==> src/rtl/idxcfg_pkg.sv <==
package idxcfg_pkg;

    typedef logic [7:0] byte_t;

    typedef enum logic {
        WIN_CLOSED = 1'b0,
        WIN_OPEN   = 1'b1
    } win_state_t;

    // indices that accept any byte
    function automatic logic idx_free(input byte_t idx);
        logic ok;
        case (idx) inside
            [8'hE0:8'hE3], 8'hE6, [8'hEE:8'hF2],
            8'hF4, 8'hF6, 8'hF8, 8'hFC: ok = 1'b1;
            default:                    ok = 1'b0;
        endcase
        return ok;
    endfunction

    // full write policy: free indices plus the two value-locked ones
    function automatic logic write_permit(input byte_t idx, input byte_t data);
        logic ok;
        if (idx == 8'hE7)
            ok = (data == 8'hFE);
        else if (idx == 8'hE8)
            ok = (data == 8'hBE);
        else
            ok = idx_free(idx);
        return ok;
    endfunction

    function automatic byte_t reset_value(input byte_t idx);
        byte_t v;
        case (idx)
            8'hE0:   v = 8'h3C;
            8'hE2:   v = 8'h03;
            8'hE3:   v = 8'hFC;
            8'hE6:   v = 8'hDE;
            8'hE7:   v = 8'hFE;
            8'hE8:   v = 8'hBE;
            default: v = 8'h00;
        endcase
        return v;
    endfunction

endpackage

==> src/rtl/idxcfg_gate.sv <==
module idxcfg_gate
    import idxcfg_pkg::*;
#(
    parameter int               CFG_OFF_W = 8,
    parameter logic [CFG_OFF_W-1:0] EN_OFFSET = 8'h85
) (
    input  logic                 clk,
    input  logic                 rst_n,
    input  logic                 cfg_wr,
    input  logic [CFG_OFF_W-1:0] cfg_off,
    input  logic                 en_bit,
    output logic                 win_on
);

    win_state_t state_q, state_d;
    logic       en_hit;

    assign en_hit = cfg_wr && (cfg_off == EN_OFFSET);

    always_ff @(posedge clk or negedge rst_n) begin
        if (!rst_n)
            state_q <= WIN_CLOSED;
        else
            state_q <= state_d;
    end

    always_comb begin
        state_d = state_q;
        unique case (state_q)
            WIN_CLOSED: if (en_hit && en_bit)  state_d = WIN_OPEN;
            WIN_OPEN:   if (en_hit && !en_bit) state_d = WIN_CLOSED;
            default:    state_d = WIN_CLOSED;
        endcase
    end

    always_comb begin
        win_on = (state_q == WIN_OPEN);
    end

endmodule

==> src/rtl/idxcfg_policy.sv <==
module idxcfg_policy
    import idxcfg_pkg::*;
(
    input  byte_t idx,
    input  byte_t wdata,
    output logic  wr_ok
);

    assign wr_ok = write_permit(idx, wdata);

endmodule

==> src/rtl/idxcfg_bank.sv <==
module idxcfg_bank
    import idxcfg_pkg::*;
#(
    parameter byte_t STORE_BASE = 8'hE0,
    parameter int    STORE_N    = 32
) (
    input  logic  clk,
    input  logic  rst_n,
    input  logic  we,
    input  byte_t idx,
    input  byte_t wdata,
    output byte_t rdata
);

    localparam int STORE_END = int'(STORE_BASE) + STORE_N;

    logic [STORE_N-1:0][7:0] cells;
    logic                    in_range;
    int                      slot;

    always_comb begin
        in_range = (int'(idx) >= int'(STORE_BASE)) && (int'(idx) < STORE_END);
        slot     = int'(idx) - int'(STORE_BASE);
    end

    for (genvar i = 0; i < STORE_N; i++) begin : g_cell
        localparam byte_t CELL_IDX = byte_t'(int'(STORE_BASE) + i);
        byte_t cell_q;
        always_ff @(posedge clk or negedge rst_n) begin
            if (!rst_n)
                cell_q <= reset_value(CELL_IDX);
            else if (we && in_range && (slot == i))
                cell_q <= wdata;
        end
        assign cells[i] = cell_q;
    end

    always_comb begin
        rdata = 8'h00;
        for (int k = 0; k < STORE_N; k++)
            if (in_range && (slot == k))
                rdata = cells[k];
    end

endmodule

==> src/rtl/idxcfg_port.sv <==
module idxcfg_port
    import idxcfg_pkg::*;
#(
    parameter int                   IO_ADDR_W  = 16,
    parameter logic [IO_ADDR_W-1:0] WIN_BASE   = 16'h03F0,
    parameter int                   CFG_OFF_W  = 8,
    parameter logic [CFG_OFF_W-1:0] EN_OFFSET  = 8'h85,
    parameter int                   EN_BIT     = 1,
    parameter byte_t                STORE_BASE = 8'hE0,
    parameter int                   STORE_N    = 32
) (
    input  logic                 clk,
    input  logic                 rst_n,
    input  logic                 cfg_wr,
    input  logic [CFG_OFF_W-1:0] cfg_off,
    input  logic [7:0]           cfg_wdata,
    input  logic [IO_ADDR_W-1:0] io_addr,
    input  logic                 io_wr,
    input  logic                 io_rd,
    input  logic [7:0]           io_wdata,
    output logic [7:0]           io_rdata,
    output logic                 io_ack
);

    localparam logic [IO_ADDR_W-1:0] DATA_ADDR = WIN_BASE + IO_ADDR_W'(1);

    logic  win_on;
    logic  hit_idx, hit_dat, rd_go, wr_go;
    logic  wr_ok, bank_we;
    byte_t idx_q, bank_rdata, rdata_q;
    logic  ack_q;

    idxcfg_gate #(
        .CFG_OFF_W (CFG_OFF_W),
        .EN_OFFSET (EN_OFFSET)
    ) u_gate (
        .clk     (clk),
        .rst_n   (rst_n),
        .cfg_wr  (cfg_wr),
        .cfg_off (cfg_off),
        .en_bit  (cfg_wdata[EN_BIT]),
        .win_on  (win_on)
    );

    always_comb begin
        hit_idx = (io_addr == WIN_BASE);
        hit_dat = (io_addr == DATA_ADDR);
        rd_go   = win_on && io_rd && (hit_idx || hit_dat);
        wr_go   = win_on && io_wr && (hit_idx || hit_dat);
    end

    idxcfg_policy u_policy (
        .idx   (idx_q),
        .wdata (io_wdata),
        .wr_ok (wr_ok)
    );

    assign bank_we = wr_go && hit_dat && wr_ok;

    idxcfg_bank #(
        .STORE_BASE (STORE_BASE),
        .STORE_N    (STORE_N)
    ) u_bank (
        .clk   (clk),
        .rst_n (rst_n),
        .we    (bank_we),
        .idx   (idx_q),
        .wdata (io_wdata),
        .rdata (bank_rdata)
    );

    always_ff @(posedge clk or negedge rst_n) begin
        if (!rst_n)
            idx_q <= 8'h00;
        else if (wr_go && hit_idx)
            idx_q <= io_wdata;
    end

    always_ff @(posedge clk or negedge rst_n) begin
        if (!rst_n) begin
            ack_q   <= 1'b0;
            rdata_q <= 8'hFF;
        end else begin
            ack_q   <= rd_go || wr_go;
            rdata_q <= rd_go ? bank_rdata : 8'hFF;
        end
    end

    assign io_ack   = ack_q;
    assign io_rdata = rdata_q;

endmodule

==> config.mk <==
export PLATFORM = sky130hd
export DESIGN_NAME = idxcfg_port
export DESIGN_NICKNAME = d
export VERILOG_FILES = /design/src/rtl/idxcfg_pkg.sv /design/src/rtl/idxcfg_gate.sv /design/src/rtl/idxcfg_policy.sv /design/src/rtl/idxcfg_bank.sv /design/src/rtl/idxcfg_port.sv
export SDC_FILE = /design/constraint.sdc
export NUM_CORES = 1
export LEC_CHECK = 0
export ABC_AREA = 1
export BUFFER_PORTS_ARGS = -buffer_cell sky130_fd_sc_hd__buf_2
export CORE_MARGIN = 2
export CORE_UTILIZATION = 50
export DETAILED_ROUTE_END_ITERATION = 8
export HOLD_SLACK_MARGIN = 0.15
export PLACE_DENSITY = 0.67
export SLEW_MARGIN = 20
export SYNTH_ARGS = -nofsm -noshare
export SYNTH_HDL_FRONTEND = slang
export SYNTH_HIERARCHICAL = 1
export SYNTH_SLANG_ARGS = --single-unit
==> constraint.sdc <==
create_clock -name clk -period 4.5 [get_ports clk]
set_clock_uncertainty 0.2 [all_clocks]
set_input_delay 0.225 -clock clk [delete_from_list [all_inputs] [get_ports clk]]
set_output_delay 0.225 -clock clk [all_outputs]
set_load 0.02 [all_outputs]
Word level (Yosys, flattened, before mapping)
Cells that the tools add are included.
W data, S select, Z words.
{ "classes": {"add_sub_neg": 1, "n_lt_le_gt_ge": 5, "n_eq_ne": 43, "n_mux": 39, "bitwise_logic": 1, "reduce_logical": 82} }
{ "op_table": {"columns": ["operator", "n"], "rows": [
  ["$eq A32 B6 Y1 const B", 16],
  ["$mux W8", 33],
  ["$eq A32 B5 Y1 const B", 8],
  ["$eq A32 B4 Y1 const B", 4],
  ["$eq A8 B8 Y1 const B", 10],
  ["$logic_and A1 B1 Y1", 77],
  ["$eq A32 B3 Y1 const B", 2],
  ["$eq A16 B10 Y1 const B", 2],
  ["$eq A32 B2 Y1 const B", 1],
  ["$logic_not A32 Y1", 1],
  ["$ge A8 B8 Y1 const B", 3],
  ["$le A8 B8 Y1 const B", 2],
  ["$sub A8 B8 Y9 const B", 1],
  ["$reduce_or A7 Y1", 1],
  ["$mux W1", 5],
  ["$logic_or A1 B1 Y1", 2],
  ["$pmux W1 S2", 1],
  ["$logic_not A1 Y1", 1],
  ["$not A1 Y1", 1]
]} }
{ "word_totals": {"register_bits": 274, "inputBits": 45, "out_inout_bits": 9, "wordCells": 207} }

Logic depth before layout (Yosys ltp)
{ "depth": {"depth_word": 36, "depth_mapped": 26, "depth_no_buf": 26} }

By module
Netlist, hierarchy kept.
{ "modules_own_cells": {"columns": ["mod", "n_inst", "cells_per_inst", "area_each_um2", "seq_area_each_um2"], "rows": [
  ["idxcfg_bank", 1, 1492, 11777.5, 6444.9],
  ["idxcfg_port", 1, 85, 809.5, 435.4],
  ["idxcfg_policy", 1, 37, 165.2, 0.0],
  ["idxcfg_gate", 1, 13, 78.8, 25.0]
]} }

Least setup slack after synthesis
No wires, ideal clock.
{ "synth_timing": {"path_kind": "reg-to-reg", "startpoint": "register idx_q[5]", "endpoint": "register rdata_q[2], in the netlist io_rdata[2]", "setup_ns": 0.084, "t_arrival_ns": 2.666, "t_required_ns": 4.216, "setup_slack_ns": 1.549, "path_stages_with_launch": 25, "n_path_buf": 0, "period_less_slack_ns": 2.951, "path_cell_list": "dfrtp_1 > ha_1 > ha_1 > inv_1 > nand2_1 > nor2_1 > nand2_1 > nor2_1 > nand2_1 > nor2_1 > nor3_2 > nand4_1 > nor2_1 > nand4_1 > nor2_1 > nand4_1 > nor2_1 > nand4_1 > nor2_1 > nand4_1 > nor2_1 > nand4_1 > nor2_1 > nand4_1 > nand3b_1"} }
{ "synth_via": {"elab_chain_len": 36, "elab_cells_between_ends": 99, "classes_between": "add/sub (1); order compare (1); eq/ne (31); mux (33); reduce/logical (33)"} }
{ "synth_rtl": {"columns": ["element", "line_no", "source"], "rows": [
  ["from (decl)", "idxcfg_port.sv:30", "byte_t idx_q, bank_rdata, rdata_q;"],
  ["from (signal assigned)", "idxcfg_port.sv:76", "idx_q <= io_wdata;"],
  ["$sub A8 B8 Y9", "idxcfg_bank.sv:23", "slot = int'(idx) - int'(STORE_BASE);"],
  ["$logic_not A32 Y1", "idxcfg_bank.sv:41", "if (in_range && (slot == k))"],
  ["$logic_and A1 B1 Y1", "idxcfg_bank.sv:41", null],
  ["$mux W8 (31 in a row)", "idxcfg_bank.sv:41", null],
  ["$mux W8 (*)", "idxcfg_bank.sv:41", null],
  ["named net bank_rdata[2]", "idxcfg_port.sv:30", null],
  ["$mux W8 (*)", "idxcfg_port.sv:85", "rdata_q <= rd_go ? bank_rdata : 8'hFF;"],
  ["to (signal assigned)", "idxcfg_port.sv:85", null],
  ["to (decl)", "idxcfg_port.sv:30", null]
]} }
The timed path passes the listed nets; every way through them passes the cells marked *.
A chain may end at the register's enable or synchronous reset.

Final worst setup path
Same ends and word-level chain as after synthesis.

==> flow_summary.ini <==
[outcome]
status = complete, no violations

[synthesis]
ys_warn_count = 6
synthAdderAreaFrac_pct = 0.195
synth_top_cell_area_share_pct = 45.8
synth_edf_count = 0
synthArstFlopShare_pct = 100
yosysTopAreaCell = dfrtp_1
ys_seq_area_share_pct = 53.8
avgSynthCellArea_um2 = 7.89
synth_top_family_by_area = simple AND/OR/NAND/NOR gates
synth_seq_cells = 274
ys_top_cells_by_area = dfrtp_1, nand2_1, o21ai_0
netlist_area_mm2 = 0.0128
synth-xor-area-share_pct = 0
synthSimpleGateAreaFrac_pct = 29.3
synthMuxAreaShare_pct = 0
synth.most_common_cell = nand2_1
syn_nets = 1674
ys_types = 33
ys_top_cells_by_count = nand2_1, o21ai_0, dfrtp_1
ys.flop_type = dfrtp_1
syn_inst = 1627
synth_compound_area_share_pct = 10.3

[die]
start_util_pct = 51.0
dieArea_mm2 = 0.0270
ioPinCount = 54
die_w_um = 164
die_h_um = 164
num_rows = 58
core-area_mm2 = 0.0252

[drt]
drtAntennaViolNets = 0
routed.top_layer = met4
dr.pass1.iters = 6
wl_met3_mm = 2.50
wire_per_inst_um = 16.8
wl_met2_mm = 15.3
drt_wl_total_mm = 34.8
drc_errors = 0
wl_met1_mm = 16.1
drt_iter0_drc = 1033
vias = 11129
vias_per_cell = 5.38

[sta]
slew_viol_final = 0
finalSetupViolCount = 0
fin_crit_ns = 4.27
setup_tns_ns = 0
clock.fmax_ghz = 0.234
worst_pin_slew_ns = 1.17
rsz0062_at_grt = no
hold_viol = 0
slew_headroom_pct = 21.3
fin_crit_sh_pct = 94.9
timing.final.ws_setup_ns = 0.230

[cells_and_area]
final.fill_count = 2264
final-seq-area_mm2 = 0.00691
fin_nets = 1760
area_growth_pct = 15.8
drive_gt1_share_pct = 12.2
multi_input_area_mm2 = 0.00512

[clock_tree]
cts_tree = built
numClockSinks = 274
clockBufferDepth = 3
root_buffer = clkbuf_16
clk_pin_slew_ns = 0.06
cts_buffers = 30
worst_skew_pair.late_latency_ns = 0.57
cts-htree-levels = 1

[power_and_ir_drop]
peakVddDrop_mv = 0.425
p_leak_nw = 6.55
power_density_mw_per_mm2 = 336
totalPowerFinal_mw = 5.00

[worst_setup_path]
ff2ff_path_depth = 24
crit_path_end = io_rdata[2]$_DFF_PN1_
cp-startpoint = idx_q[5]$_DFFE_PN0P_
cp_max_fo = 6
required_ns = 4.78
cp.arrival_ns = 4.55
cp-end-kind = flip-flop
worstSetupStartpointType = flip-flop
path_class = reg -> reg
r2r_slack_ns = 0.23
rr_startpoint = idx_q[5]$_DFFE_PN0P_
timing.rr.end = io_rdata[2]$_DFF_PN1_

[placed_design]
io_buffers = 46
dp_slack_ns = 0.296
place_congestion = 0.955
dpl.hpwl_mm = 23.6

[global_route]
grt_pass1_vias = 10638
gr-total-overflow = 0
grt_pass1_wl_mm = 57.2
grt_max_degree = 125
grt_usage_pct = 26.9
antenna_found_initial = 0

[run]
drv_cap = 0

[hold_path]
hold_class = in -> async
==> timing repair <==
action	CTS	global route
setup endpoints to repair	0	2
buffers inserted	0	0
endpoints found under the hold margin	214	0
hold buffers	35	0
resized for setup	0	2
==> stage by stage <==
step | cells | util (%) | instance area (µm²) | hold WS [ns]
2_1_floorplan | 1627 | - | 12800 | -0.271
3_3_place_gp | 1976 | 53.7 | 13500 | 0.192
3_5_place_dp | 1976 | 53.7 | 13500 | 0.179
4_1_cts | 2067 | 59.0 | 14900 | 0.200
5_1_grt | 2067 | 59.0 | 14900 | 0.247
6_report | 2068 | 59.0 | 14900 | 0.156
==> how the worst min path moves through the flow <==
stage | end | depth (start not counted) | startpoint | slack, ns
detailed placement | u_bank/g_cell[24].cell_q[0]$_DFFE_PN0P_ | 1 | rst_n | 0.18
floorplan | idx_q[0]$_DFFE_PN0P_ | 0 | rst_n | -0.27
CTS | u_bank/g_cell[23].cell_q[6]$_DFFE_PN0P_ | 2 | rst_n | 0.20
global placement | u_bank/g_cell[23].cell_q[6]$_DFFE_PN0P_ | 1 | rst_n | 0.19
global route | u_bank/g_cell[26].cell_q[6]$_DFFE_PN0P_ | 2 | rst_n | 0.25
finish | u_bank/g_cell[24].cell_q[0]$_DFFE_PN0P_ | 2 | rst_n | 0.16
==> power by group <==
| group | switching [mW] | leakage (nW) | internal (mW) | total (mW) |
|---|---|---|---|---|
| clock network | 0.984 | 0.491 | 1.40 | 2.39 |
| registers | 0.000314 | 3.69 | 2.47 | 2.47 |
| logic | 0.113 | 2.37 | 0.0320 | 0.145 |
| total | 1.10 | 6.55 | 3.90 | 5.00 |
==> layout make-up <==
type / instances / share of cell area, %
flip-flops and latches: 274 / 46.5
multi-input cells: 1145 / 34.4
clock inverters: 8 / 0.345
inverters: 139 / 3.51
diodes: 1 / 0.0168
well taps: 330 / 2.78
repair buffers: 123 / 6.18
clock buffers: 48 / 6.25
==> cell families after synthesis <==
logic type / after synthesis
AND/OR/NAND/NOR: 880
flip-flops: 274
AO/OA/AOI/OAI: 263
buffers and inverters: 208
adder cells (fa/ha/maj): 2
==> layout by cell type, fill, tap and decap left out, drive strengths merged <==
master	count
nand2	557
o21ai	260
dfrtp	235
nor2	160
inv	137
buf	88
nand4	66
clkbuf	48
nand3	47
dfstp	39
dlygate4sd3	35
nor3	23
clkinv	10
nand3b	8
nor4	6
nor3b	5
or2	3
or4	2
and2	2
ha	2
a21oi	2
diode	1
and3	1
a21boi	1
==> sequential cells by signal, summed over array words and instances (netlist names), named ones only <==
signal / count
idx_q: 8
io_ack: 1
io_rdata: 8
u_bank/g_cell.cell_q: 256
==> layer usage <==
| metal | track usage [%] | vias up |
|---|---|---|
| met3 | 3.48 | 64 |
| met1 | 41.0 | 5275 |
| met2 | 40.8 | 387 |
| li1 | - | 5403 |
| met4 | 6.62 | 0 |
| met5 | 0 | - |
==> critical path: stages (launching register included) <==
cell and delay, ns:
dfrtp_1 0.38, ha_1 0.21, ha_1 0.30, inv_1 0.04, nand2_1 0.13, nor2_1 0.11
nand2_1 0.07, nor2_1 0.06, nand2_1 0.17, nor2_1 0.08, nor3_2 0.23, nand4_1 0.13
nor2_1 0.16, nand4_1 0.14, nor2_1 0.16, nand4_1 0.12, nor2_1 0.30, nand4_1 0.13
nor2_1 0.17, nand4_1 0.10, nor2_1 0.18, nand4_1 0.20, nor2_1 0.13, nand4_1 0.11
nand3b_1 0.17
Power figures use the tool's default switching activity.
